--- src/rtl/wdg_pkg.sv ---
package wdg_pkg;
  typedef enum logic [2:0] {
    WS_IDLE    = 3'd0,
    WS_ENABLED = 3'd1,
    WS_PRE     = 3'd2,
    WS_ACTIVE  = 3'd3,
    WS_SERVICE = 3'd4,
    WS_FIRE    = 3'd5
  } wd_state_e;

  localparam int unsigned KEY_W     = 16;
  localparam int unsigned WD_EN_BIT = 14;
  localparam logic [1:0]  MODE_WDOG = 2'd2;
endpackage

--- src/rtl/wdg_decode.sv ---
module wdg_decode #(
  parameter int unsigned ADDR_W = 3,
  parameter int unsigned NHALF  = 2
) (
  input  logic              acc,
  input  logic [ADDR_W-1:0] addr,
  output logic [NHALF-1:0]  cnt_we,
  output logic [NHALF-1:0]  prd_we,
  output logic              mode_we,
  output logic              ctl_we
);
  localparam int unsigned A_MODE = 2 * NHALF;
  localparam int unsigned A_CTL  = 2 * NHALF + 1;

  for (genvar h = 0; h < NHALF; h++) begin : g_half
    assign cnt_we[h] = acc && (addr == ADDR_W'(h));
    assign prd_we[h] = acc && (addr == ADDR_W'(NHALF + h));
  end

  assign mode_we = acc && (addr == ADDR_W'(A_MODE));
  assign ctl_we  = acc && (addr == ADDR_W'(A_CTL));
endmodule

--- src/rtl/wdg_wide_reg.sv ---
module wdg_wide_reg #(
  parameter int unsigned BUS_W  = 32,
  parameter int unsigned NHALF  = 2,
  parameter bit          COUNTS = 1'b1
) (
  input  logic                   clk,
  input  logic                   rst_n,
  input  logic [NHALF-1:0]       we,
  input  logic [BUS_W-1:0]       wdata,
  input  logic                   clr,
  input  logic                   inc,
  output logic [NHALF*BUS_W-1:0] value
);
  localparam int unsigned W = NHALF * BUS_W;

  logic [W-1:0] q, q_n, step;

  if (COUNTS) begin : g_count
    assign step = q + W'(1);
  end else begin : g_hold
    assign step = q;
  end

  always_comb begin
    q_n = q;
    if (clr) begin
      q_n = '0;
    end else if (|we) begin
      for (int h = 0; h < NHALF; h++) begin
        if (we[h]) q_n[h*BUS_W +: BUS_W] = wdata;
      end
    end else if (inc) begin
      q_n = step;
    end
  end

  always_ff @(posedge clk) begin
    if (!rst_n) q <= '0;
    else        q <= q_n;
  end

  assign value = q;
endmodule

--- src/rtl/wdg_key_fsm.sv ---
module wdg_key_fsm import wdg_pkg::*; #(
  parameter int unsigned  PULSE_LEN = 16,
  parameter logic [15:0]  KEY_ARM   = 16'hA5C6,
  parameter logic [15:0]  KEY_RUN   = 16'hDA7E
) (
  input  logic             clk,
  input  logic             rst_n,
  input  logic             ctl_we,
  input  logic             mode_we,
  input  logic [KEY_W-1:0] key,
  input  logic             en_bit,
  input  logic [1:0]       mode_val,
  input  logic             timeout,
  output wd_state_e        st_q,
  output logic             en_q,
  output logic [1:0]       mode_q,
  output logic             cnt_clr,
  output logic             cnt_inc,
  output logic             fire_o
);
  localparam int unsigned PW = (PULSE_LEN > 1) ? $clog2(PULSE_LEN) : 1;

  wd_state_e      st_n;
  logic           en_n;
  logic [PW-1:0]  pcnt_q;
  logic           wd_on, is_arm, is_run, is_bad;

  assign wd_on  = (mode_q == MODE_WDOG);
  assign is_arm = (key == KEY_ARM);
  assign is_run = (key == KEY_RUN);
  assign is_bad = !is_arm && !is_run;

  always_comb begin
    st_n    = st_q;
    en_n    = en_q;
    cnt_clr = 1'b0;
    unique case (st_q)
      WS_IDLE, WS_ENABLED: begin
        if (ctl_we && wd_on && en_bit) begin
          en_n = 1'b1;
          st_n = is_arm ? WS_PRE : WS_ENABLED;
        end
      end
      WS_PRE: begin
        if (ctl_we && wd_on && is_run) st_n = WS_ACTIVE;
      end
      WS_ACTIVE: begin
        if (timeout || (ctl_we && is_bad)) st_n = WS_FIRE;
        else if (ctl_we && is_arm)         st_n = WS_SERVICE;
      end
      WS_SERVICE: begin
        if (timeout || (ctl_we && is_bad)) begin
          st_n = WS_FIRE;
        end else if (ctl_we && is_run) begin
          st_n    = WS_ACTIVE;
          cnt_clr = 1'b1;
        end
      end
      WS_FIRE: begin
        if (pcnt_q == '0) st_n = WS_IDLE;
      end
      default: st_n = WS_IDLE;
    endcase
  end

  always_ff @(posedge clk) begin
    if (!rst_n) begin
      st_q   <= WS_IDLE;
      en_q   <= 1'b0;
      mode_q <= 2'd0;
      pcnt_q <= '0;
    end else begin
      st_q <= st_n;
      en_q <= en_n;
      if (mode_we && !en_q) mode_q <= mode_val;
      if (st_n == WS_FIRE && st_q != WS_FIRE) pcnt_q <= PW'(PULSE_LEN - 1);
      else if (st_q == WS_FIRE && pcnt_q != '0) pcnt_q <= pcnt_q - PW'(1);
    end
  end

  assign cnt_inc = (st_q == WS_ACTIVE) || (st_q == WS_SERVICE);
  assign fire_o  = (st_q == WS_FIRE);
endmodule

--- src/rtl/wdg_keyed_top.sv ---
module wdg_keyed_top import wdg_pkg::*; #(
  parameter int unsigned BUS_W     = 32,
  parameter int unsigned CNT_W     = 64,
  parameter int unsigned ADDR_W    = 3,
  parameter int unsigned PULSE_LEN = 16,
  parameter logic [15:0] KEY_ARM   = 16'hA5C6,
  parameter logic [15:0] KEY_RUN   = 16'hDA7E
) (
  input  logic              clk,
  input  logic              rst_n,
  input  logic              wr_valid,
  output logic              wr_ready,
  input  logic [ADDR_W-1:0] wr_addr,
  input  logic [BUS_W-1:0]  wr_data,
  input  logic [ADDR_W-1:0] rd_addr,
  output logic [BUS_W-1:0]  rd_data,
  output logic              wd_rst_o
);
  localparam int unsigned NHALF   = CNT_W / BUS_W;
  localparam int unsigned KEY_LSB = BUS_W - KEY_W;
  localparam int unsigned A_MODE  = 2 * NHALF;
  localparam int unsigned A_CTL   = 2 * NHALF + 1;

  logic             acc;
  logic [NHALF-1:0] cnt_we, prd_we;
  logic             mode_we, ctl_we;
  logic [CNT_W-1:0] cnt_q, prd_q;
  logic             cnt_clr, cnt_inc, timeout, fire;
  wd_state_e        st_q;
  logic             en_q;
  logic [1:0]       mode_q;

  assign acc      = wr_valid && wr_ready;
  assign wr_ready = (st_q != WS_FIRE);
  assign timeout  = (cnt_q == prd_q);
  assign wd_rst_o = fire;

  wdg_decode #(.ADDR_W(ADDR_W), .NHALF(NHALF)) u_dec (
    .acc(acc), .addr(wr_addr), .cnt_we(cnt_we), .prd_we(prd_we),
    .mode_we(mode_we), .ctl_we(ctl_we)
  );

  wdg_wide_reg #(.BUS_W(BUS_W), .NHALF(NHALF), .COUNTS(1'b1)) u_cnt (
    .clk(clk), .rst_n(rst_n), .we(cnt_we), .wdata(wr_data),
    .clr(cnt_clr), .inc(cnt_inc), .value(cnt_q)
  );

  wdg_wide_reg #(.BUS_W(BUS_W), .NHALF(NHALF), .COUNTS(1'b0)) u_prd (
    .clk(clk), .rst_n(rst_n), .we(prd_we), .wdata(wr_data),
    .clr(1'b0), .inc(1'b0), .value(prd_q)
  );

  wdg_key_fsm #(.PULSE_LEN(PULSE_LEN), .KEY_ARM(KEY_ARM), .KEY_RUN(KEY_RUN)) u_fsm (
    .clk(clk), .rst_n(rst_n), .ctl_we(ctl_we), .mode_we(mode_we),
    .key(wr_data[KEY_LSB +: KEY_W]), .en_bit(wr_data[WD_EN_BIT]),
    .mode_val(wr_data[1:0]), .timeout(timeout),
    .st_q(st_q), .en_q(en_q), .mode_q(mode_q),
    .cnt_clr(cnt_clr), .cnt_inc(cnt_inc), .fire_o(fire)
  );

  always_comb begin
    rd_data = '0;
    for (int h = 0; h < NHALF; h++) begin
      if (rd_addr == ADDR_W'(h))         rd_data = cnt_q[h*BUS_W +: BUS_W];
      if (rd_addr == ADDR_W'(NHALF + h)) rd_data = prd_q[h*BUS_W +: BUS_W];
    end
    if (rd_addr == ADDR_W'(A_MODE)) rd_data[1:0] = mode_q;
    if (rd_addr == ADDR_W'(A_CTL)) begin
      rd_data[WD_EN_BIT] = en_q;
      rd_data[2:0]       = st_q;
    end
  end
endmodule

--- config.mk ---
export PLATFORM = sky130hd
export DESIGN_NAME = wdg_keyed_top
export DESIGN_NICKNAME = d
export VERILOG_FILES = /design/src/rtl/wdg_pkg.sv /design/src/rtl/wdg_decode.sv /design/src/rtl/wdg_wide_reg.sv /design/src/rtl/wdg_key_fsm.sv /design/src/rtl/wdg_keyed_top.sv
export SDC_FILE = /design/constraint.sdc
export NUM_CORES = 1
export LEC_CHECK = 0
export ABC_AREA = 1
export BUFFER_PORTS_ARGS = -buffer_cell sky130_fd_sc_hd__buf_4
export CORE_MARGIN = 1
export CORE_UTILIZATION = 45
export DETAILED_ROUTE_END_ITERATION = 6
export SYNTH_ARGS = -nofsm -noshare
export SYNTH_HDL_FRONTEND = slang
export SYNTH_HIERARCHICAL = 1
export SYNTH_SLANG_ARGS = --single-unit
--- constraint.sdc ---
create_clock -name clk -period 5.6 [get_ports clk]
set_clock_uncertainty 0.05 [all_clocks]
set_input_delay 1.12 -clock clk [delete_from_list [all_inputs] [get_ports clk]]
set_output_delay 1.12 -clock clk [all_outputs]
set_load 0.01 [all_outputs]
# Word-level counts from Yosys, hierarchy flattened
# Index checks and enable logic that the tools add are counted.
[op_classes] n_eq_ne=23 muxes=25 n_reduce_logical=38 addsub=2 n_bitwise=1
[ops] cell="$mux 32" n=6
[ops] cell="$mux 64" n=2
[ops] cell="$add 64x1->64 const B" n=1
[ops] cell="$eq 64x64->1" n=1
[ops] cell="$eq 16x16->1 const B" n=2
[ops] cell="$mux 3" n=8
[ops] cell="$eq 3x3->1 const B" n=7
[ops] cell="$eq 3x2->1 const B" n=6
[ops] cell="$logic_and 1x1->1" n=17
[ops] cell="$pmux 3 s5" n=1
[ops] cell="$reduce_and 2->1" n=5
[ops] cell="$eq 3x1->1 const B" n=3
[ops] cell="$logic_not 3->1" n=3
[ops] cell="$mux 4" n=2
[ops] cell="$reduce_or 2->1" n=4
[ops] cell="$logic_not 4->1" n=1
[ops] cell="$mux 1" n=4
[ops] cell="$mux 2" n=2
[ops] cell="$ne 2x2->1 const B" n=2
[ops] cell="$reduce_bool 2->1" n=2
[ops] cell="$reduce_bool 4->1" n=1
[ops] cell="$sub 4x1->4 const B" n=1
[ops] cell="$logic_not 1->1" n=3
[ops] cell="$ne 3x3->1 const B" n=1
[ops] cell="other kinds (3)" n=4
[word_totals] in_bits=41 out_inout_bits=34 register_bits=138 wordCells=97

# Logic depth before layout (Yosys ltp)
# Gate-level depths: netlist of run 1.
[depth] ltp_word=10 mapped_depth=15 ltp_nobuf=15

# Hierarchy
# The synthesis of run 1 kept the hierarchy.
[modules_own_cells] mod="wdg_wide_reg (u_cnt)" cells_per_inst=862 seq_area_each_um2=1281.2 area_each_um2=4879.7 n_inst=1
[modules_own_cells] mod="wdg_wide_reg (u_prd)" cells_per_inst=280 seq_area_each_um2=1281.2 area_each_um2=2508.7 n_inst=1
[modules_own_cells] mod="wdg_keyed_top" cells_per_inst=437 seq_area_each_um2=0.0 area_each_um2=2029.4 n_inst=1
[modules_own_cells] mod="wdg_key_fsm" cells_per_inst=123 seq_area_each_um2=200.2 area_each_um2=714.4 n_inst=1
[modules_own_cells] mod="wdg_decode" cells_per_inst=15 seq_area_each_um2=0.0 area_each_um2=58.8 n_inst=1

# Least setup slack after synthesis of run 1
# Ideal clock, no wire load.
[synth_path] path_type="input -> output" start="input port rd_addr[1]" end="output port rd_data[18]" arrival_ns=1.814 path_slack_ns=2.616 cell_stages=5 n_path_buf=2 required_ns=4.430 path_cell_list="nor2_1 > buf_2 > buf_6 > nand3_1 > o2111ai_1"
[synth_via] elab_chain_cells=5 elab_cells_between_ends=8 cone_classes="eq/ne (3); mux (4); reduce/logical (1)"
[synth_rtl] element="from (decl)" line_no="wdg_keyed_top.sv:15" text="input logic [ADDR_W-1:0] rd_addr,"
[synth_rtl] element="$logic_not 3->1" line_no="wdg_keyed_top.sv:64" text="if (rd_addr == ADDR_W'(h)) rd_data = cnt_q[h*BUS_W +: BUS_W];"
[synth_rtl] element="$mux 32" line_no="wdg_keyed_top.sv:64"
[synth_rtl] element="$mux 32" line_no="wdg_keyed_top.sv:65" text="if (rd_addr == ADDR_W'(NHALF + h)) rd_data = prd_q[h*BUS_W +: BUS_W];"
[synth_rtl] element="$mux 32" line_no="wdg_keyed_top.sv:64"
[synth_rtl] element="$mux 32 *" line_no="wdg_keyed_top.sv:65"
[synth_rtl] element="to (decl)" line_no="wdg_keyed_top.sv:16" text="output logic [BUS_W-1:0] rd_data,"
# Every way passes the cells marked *; elsewhere a longest branch is shown, timed or not.

# Worst setup path in the final report of run 1
[layout_path] start="input port rd_addr[2]" end="output port rd_data[15]"
# Same word-level chain as after synthesis.

==> results of run 1 <==
## per-stage QoR
| step | setup WS, ps | power [W] | instance area, um2 |
|---|---|---|---|
| finish | 1230 | 0.00249 | 11400 |
| global route | 1130 | 0.00257 | 11400 |
| CTS | 1270 | 0.00250 | 11400 |
| detailed placement | 1270 | 0.00133 | 10800 |
| global placement | 1340 | 0.00133 | 10800 |
| floorplan | 2620 | 0.00121 | 10200 |
## cells in the mapped netlist, types with 3 or more instances
| cell | n |
|---|---|
| a21oi_1 | 160 |
| a21oi_2 | 37 |
| buf_1 | 4 |
| buf_2 | 19 |
| buf_4 | 3 |
| buf_6 | 11 |
| buf_8 | 3 |
| clkbuf_1 | 22 |
| dfxtp_1 | 138 |
| inv_1 | 198 |
| inv_2 | 11 |
| nand2_1 | 543 |
| nand2_2 | 34 |
| nand3_1 | 93 |
| nand4_1 | 13 |
| nor2_1 | 206 |
| nor2_2 | 6 |
| nor2_4 | 7 |
| nor3_1 | 5 |
| o2111ai_1 | 19 |
| o21ai_0 | 80 |
| o21bai_1 | 22 |
| o22ai_1 | 14 |
| or2_2 | 9 |
| xnor2_1 | 33 |
| xor2_1 | 5 |
## final cells by class
| cell class | instances | area (um2) | share of cell area |
|---|---|---|---|
| Clock buffer | 20 | 447 | 0.0392 |
| Clock inverter | 12 | 141 | 0.0124 |
| Inverter | 211 | 805 | 0.0707 |
| Multi-Input combinational cell | 1305 | 6250 | 0.549 |
| Sequential cell | 138 | 2760 | 0.243 |
| Tap cell | 280 | 350 | 0.0308 |
| Timing Repair Buffer | 83 | 623 | 0.0547 |
## final timing paths
kind	start	end
setup / recovery	rd_addr[2]	rd_data[15]
hold / removal	u_prd/value[31]	u_prd/value[31]
setup reg to reg	u_cnt/value[24]	u_cnt/value[2]
hold reg to reg	u_prd/value[31]	u_prd/value[31]
## power breakdown
part,total [W],leakage [nW],switching [W],internal [W]
registers,0.00105,1.12,0.0000462,0.00100
logic,0.000272,3.01,0.000185,0.0000868
clock network,0.00117,0.275,0.000497,0.000675
## state kept, by name, summed over array words and instances, names as in the netlist
register      cells
u_fsm/pcnt_q      4
u_fsm/st_q        3
u_fsm/en_q        1
u_cnt/value      64
u_fsm/mode_q      2
u_prd/value      64
## critical path, stage by stage
cell	delay [ps]
buf_4	130
inv_2	370
nand3_2	770
o2111ai_1	590
buf_4	190
## logic make-up (layout without fill, tap and decap cells)
kind of cell	Yosys count	count (layout)
fa+ha+maj	2	2
other cells	1	1
simple gates	927	927
buf+inv	274	326
flops	138	138
xor+xnor	38	38
compound gates	337	337
## layer usage
metal	track usage	vias up	wire length (um)
li1	-	5525	-
met1	0.469	5250	17100
met2	0.543	555	17600
met3	0.0589	73	3780
met4	0.105	0	1150
met5	0	-	0
==> results.sh, run 1 <==
export IMPL_synth_seq_cells=138
export IMPL_finalNonFillerCells=2049
export IMPL_finalWeightedCongestion=1.02
export IMPL_syn_nets=1760
export IMPL_vdd_drop_max_mv=0.147
export IMPL_max_slew_margin=0.159
export IMPL_drt_iter0_drc=1292
export IMPL_reg2reg_slack_ps=2190
export IMPL_synth_edf_count=0
export IMPL_status="finished with violations"
export IMPL_layout_commonest_cell="nand2_1"
export IMPL_crit_arrival_ps=3200
export IMPL_wl_um=39600
export IMPL_p_per_area_mw_per_mm2=219
export IMPL_yosysTopAreaCell="dfxtp_1"
export IMPL_num_io_pins=75
export IMPL_place_hpwl_um=28800
export IMPL_viasPerCell=5.57
export IMPL_final_cell_mix="nand2_1, nor2_1, inv_1"
export IMPL_synthFlopType="dfxtp_1"
export IMPL_violations="DRC"
export IMPL_min_path_type="reg2reg"
export IMPL_post_cts_buffers=0
export IMPL_grt_overflow_total=0
export IMPL_hold_viol_final=0
export IMPL_wl_per_cell_um=19.3
export IMPL_drt_pass1_iter_count=7
export IMPL_dieArea_mm2=0.0233
export IMPL_fin_util=0.517
export IMPL_synth_simple_area_share=0.381
export IMPL_cts_made_buffers=17
export IMPL_rsz0062_at_grt="no"
export IMPL_cts_sinks=138
export IMPL_setup_viol=0
export IMPL_hold_buffers=0
export IMPL_io_buffers=74
export IMPL_core_area_mm2=0.0220
export IMPL_tns_ps=0
export IMPL_num_antenna_cells=0
export IMPL_holdWs_ps=434
export IMPL_postSynthCellCount=1717
export IMPL_antenna_found_initial=0
export IMPL_synth_area_leaders="dfxtp_1, nand2_1, a21oi_1"
export IMPL_clock_root_buffer="clkbuf_16"
export IMPL_synth_compound_area_frac=0.194
export IMPL_rows=54
export IMPL_synthMuxAreaShare=0
export IMPL_async_reset_ff_frac=0
export IMPL_crit_fanout=32
export IMPL_drive_gt1_frac=0.130
export IMPL_synth_top_family_by_area="simple AND/OR/NAND/NOR gates"
export IMPL_leakage_nw=4.40
export IMPL_grt_pass1_wl_um=60600
export IMPL_worst_slew_pin_slew_ps=1260
export IMPL_gr_usage_all_layers=0.341
export IMPL_seq_area_frac_synth=0.271
export IMPL_ant_nets=0
export IMPL_synth_top_area_frac=0.271
export IMPL_post_route_period_util=0.780
export IMPL_period_needed_ps=4370
export IMPL_die_w_um=152
export IMPL_path_clk_slew_ps=70
export IMPL_end_kind="output port"
export IMPL_ys_types=42
export IMPL_syn_area_per_cell_um2=5.94
export IMPL_worstSetupPathType="in2out"
export IMPL_yosysWarnings=6
export IMPL_synthAdderAreaFrac=0.00246
export IMPL_min_path_cells=2
export IMPL_htreeDepth=4
export IMPL_die_y_um=152
export IMPL_start_kind="input port"
export IMPL_dpl_cell_count=2017
export IMPL_max_cap_violations=0
export IMPL_vias=11400
export IMPL_maxSlewViolCount=0
export IMPL_cts_tree="yes"
export IMPL_reg2regPathDepth=15
export IMPL_insertion_delay_ps=430
export IMPL_start_util=0.463
export IMPL_drc_errors=1
export IMPL_grt_pass1_vias=10300
export IMPL_n_fill_cell=2296
export IMPL_fin_nets=1799
export IMPL_syn_area_mm2=0.0102
export IMPL_required_ps=4430
export IMPL_cts_buffer_depth=2
export IMPL_fmax_mhz=229
export IMPL_synth_xor_area_frac=0.0327
export IMPL_grt_max_degree=65
export IMPL_cts_resized=0
export IMPL_area_delta_synth_final_pct=11.7
(Power assumes the default switching activity.)
==> inputs of run 2 (changes only) <==
Clock period 5.6 ns to 3.8 ns, I/O delays scaled along.
==> run 2 against run 1 <==
Against the previous run: the run now ends clean; global-route usage rose by 1.1 points; worst setup slack lost 490 ps; count of clock-buffer cells in the layout shrank 2; routed wire length increased by 3.0%; sequential power is 46% higher; clock power rose by 56%; register-to-register slack got worse by 1100 ps; final cell count increased by 0.73%; critical path type unchanged; highest routed layer unchanged.
==> results.sh, run 2 (same netlist as run 1, synthesis figures left out) <==
export IMPL_status="finished clean"
export IMPL_period_needed_ps=3060
export IMPL_grt_pass1_vias=10500
export IMPL_wl_um=40800
export IMPL_insertion_delay_ps=430
export IMPL_p_int_w=0.00268
export IMPL_max_cap_violations=0
export IMPL_fmax_mhz=327
export IMPL_grt_max_degree=65
export IMPL_viasPerCell=5.55
export IMPL_vdd_drop_max_mv=0.251
export IMPL_crit_arrival_ps=2250
export IMPL_finalNonFillerCells=2064
export IMPL_hold_buffers=0
export IMPL_finalWeightedCongestion=0.964
export IMPL_post_cts_buffers=0
export IMPL_start_util=0.463
export IMPL_wl_per_cell_um=19.8
export IMPL_switchingPower_w=0.00111
export IMPL_rsz0062_at_grt="no"
export IMPL_worstSetupPathType="in2out"
export IMPL_sw_frac_of_total=0.292
export IMPL_drc_errors=0
export IMPL_fin_area_mm2=0.0115
export IMPL_dpl_cell_count=2032
export IMPL_setup_viol=0
export IMPL_antenna_found_initial=0
export IMPL_end_kind="output port"
export IMPL_clock_power_share=0.483
export IMPL_required_ps=2990
export IMPL_clock_root_buffer="clkbuf_16"
export IMPL_seqPwrFrac=0.405
export IMPL_area_delta_synth_final_pct=13.3
export IMPL_reg2reg_slack_ps=1100
export IMPL_cts_sinks=138
export IMPL_ant_nets=0
export IMPL_grt_overflow_total=0
export IMPL_max_slew_margin=0.314
export IMPL_tns_ps=0
export IMPL_p_per_area_mw_per_mm2=328
export IMPL_worst_slew_pin_slew_ps=1030
export IMPL_min_path_type="reg2reg"
export IMPL_holdWs_ps=433
export IMPL_die_y_um=152
export IMPL_layout_commonest_cell="nand2_1"
export IMPL_die_w_um=152
export IMPL_path_clk_slew_ps=60
export IMPL_place_hpwl_um=29600
export IMPL_grt_pass1_wl_um=62300
export IMPL_fin_nets=1814
export IMPL_rows=54
export IMPL_gr_usage_all_layers=0.352
export IMPL_cts_made_buffers=17
export IMPL_postPlaceCellArea_mm2=0.0109
export IMPL_io_buffers=74
export IMPL_post_route_period_util=0.805
export IMPL_n_fill_cell=2359
export IMPL_share_comb_of_total_power=0.111
export IMPL_crit_fanout=23
export IMPL_hold_viol_final=0
export IMPL_cts_buffer_depth=2
export IMPL_vias=11500
export IMPL_start_kind="input port"
export IMPL_maxSlewViolCount=0
export IMPL_cts_tree="yes"
export IMPL_leakage_nw=4.50
export IMPL_cts_resized=0
export IMPL_drive_gt1_frac=0.138
export IMPL_dieArea_mm2=0.0233
export IMPL_num_antenna_cells=0
export IMPL_num_io_pins=75
export IMPL_drt_pass1_iter_count=7
export IMPL_drt_iter0_drc=1128
export IMPL_htreeDepth=4
export IMPL_core_area_mm2=0.0220
export IMPL_fin_util=0.524
export IMPL_final_cell_mix="nand2_1, nor2_1, inv_1"
-- run 2: cell types whose count changed in the layout (fill, tap and decap cells not counted), sizes merged --
cell	previous run	this run
clkbuf	20	18
inv	214	215
buf	83	98
clkinv	3	4
bufinv	2	3
clkinvlp	4	3
-- run 2: power by group through the flow --
stage | sequential (W) | clock [W] | combinational, W
floorplan | 0.00154 | 0 | 0.000244
global placement | 0.00156 | 0 | 0.000407
detailed placement | 0.00156 | 0 | 0.000411
CTS | 0.00153 | 0.00184 | 0.000413
global route | 0.00154 | 0.00190 | 0.000457
finish | 0.00153 | 0.00183 | 0.000422
-- run 2: worst max-delay path, stage by stage --
cell and delay [ps]:
buf_4 130, inv_2 370, nand2_2 400, o22ai_1 300, a21oi_1 60, nand3_1 100, buf_4 120
-- run 2: area by class of cell --
| class | count | area, um2 | area share |
|---|---|---|---|
| Sequential cell | 138 | 2760 | 0.239 |
| Tap cell | 280 | 350 | 0.0303 |
| Inverter | 211 | 805 | 0.0697 |
| Timing Repair Buffer | 98 | 748 | 0.0648 |
| Clock buffer | 18 | 439 | 0.0380 |
| Multi-Input combinational cell | 1305 | 6250 | 0.542 |
| Clock inverter | 14 | 185 | 0.0160 |
-- run 2: metrics by stage --
step | setup slack (ps) | power (W)
floorplan | 1540 | 0.00179
global placement | 844 | 0.00197
detailed placement | 784 | 0.00198
CTS | 771 | 0.00379
global route | 677 | 0.00389
finish | 740 | 0.00378
-- run 2: path summary, 6_finish.rpt --
kind | start | to | cells after the start
setup / recovery | rd_addr[2] | rd_data[2] | 7
hold / removal | u_prd/value[23] | u_prd/value[23] | 2
setup reg to reg | u_fsm/st_q[1] | u_cnt/value[17] | 10
hold reg to reg | u_prd/value[23] | u_prd/value[23] | 2
-- run 2: routing by layer --
metal,track usage,vias to the layer above,part of all wire
met1,0.498,5333,0.45
met3,0.0540,55,0.082
li1,-,5559,-
met4,0.105,0,0.024
met5,0,-,0
met2,0.552,515,0.44
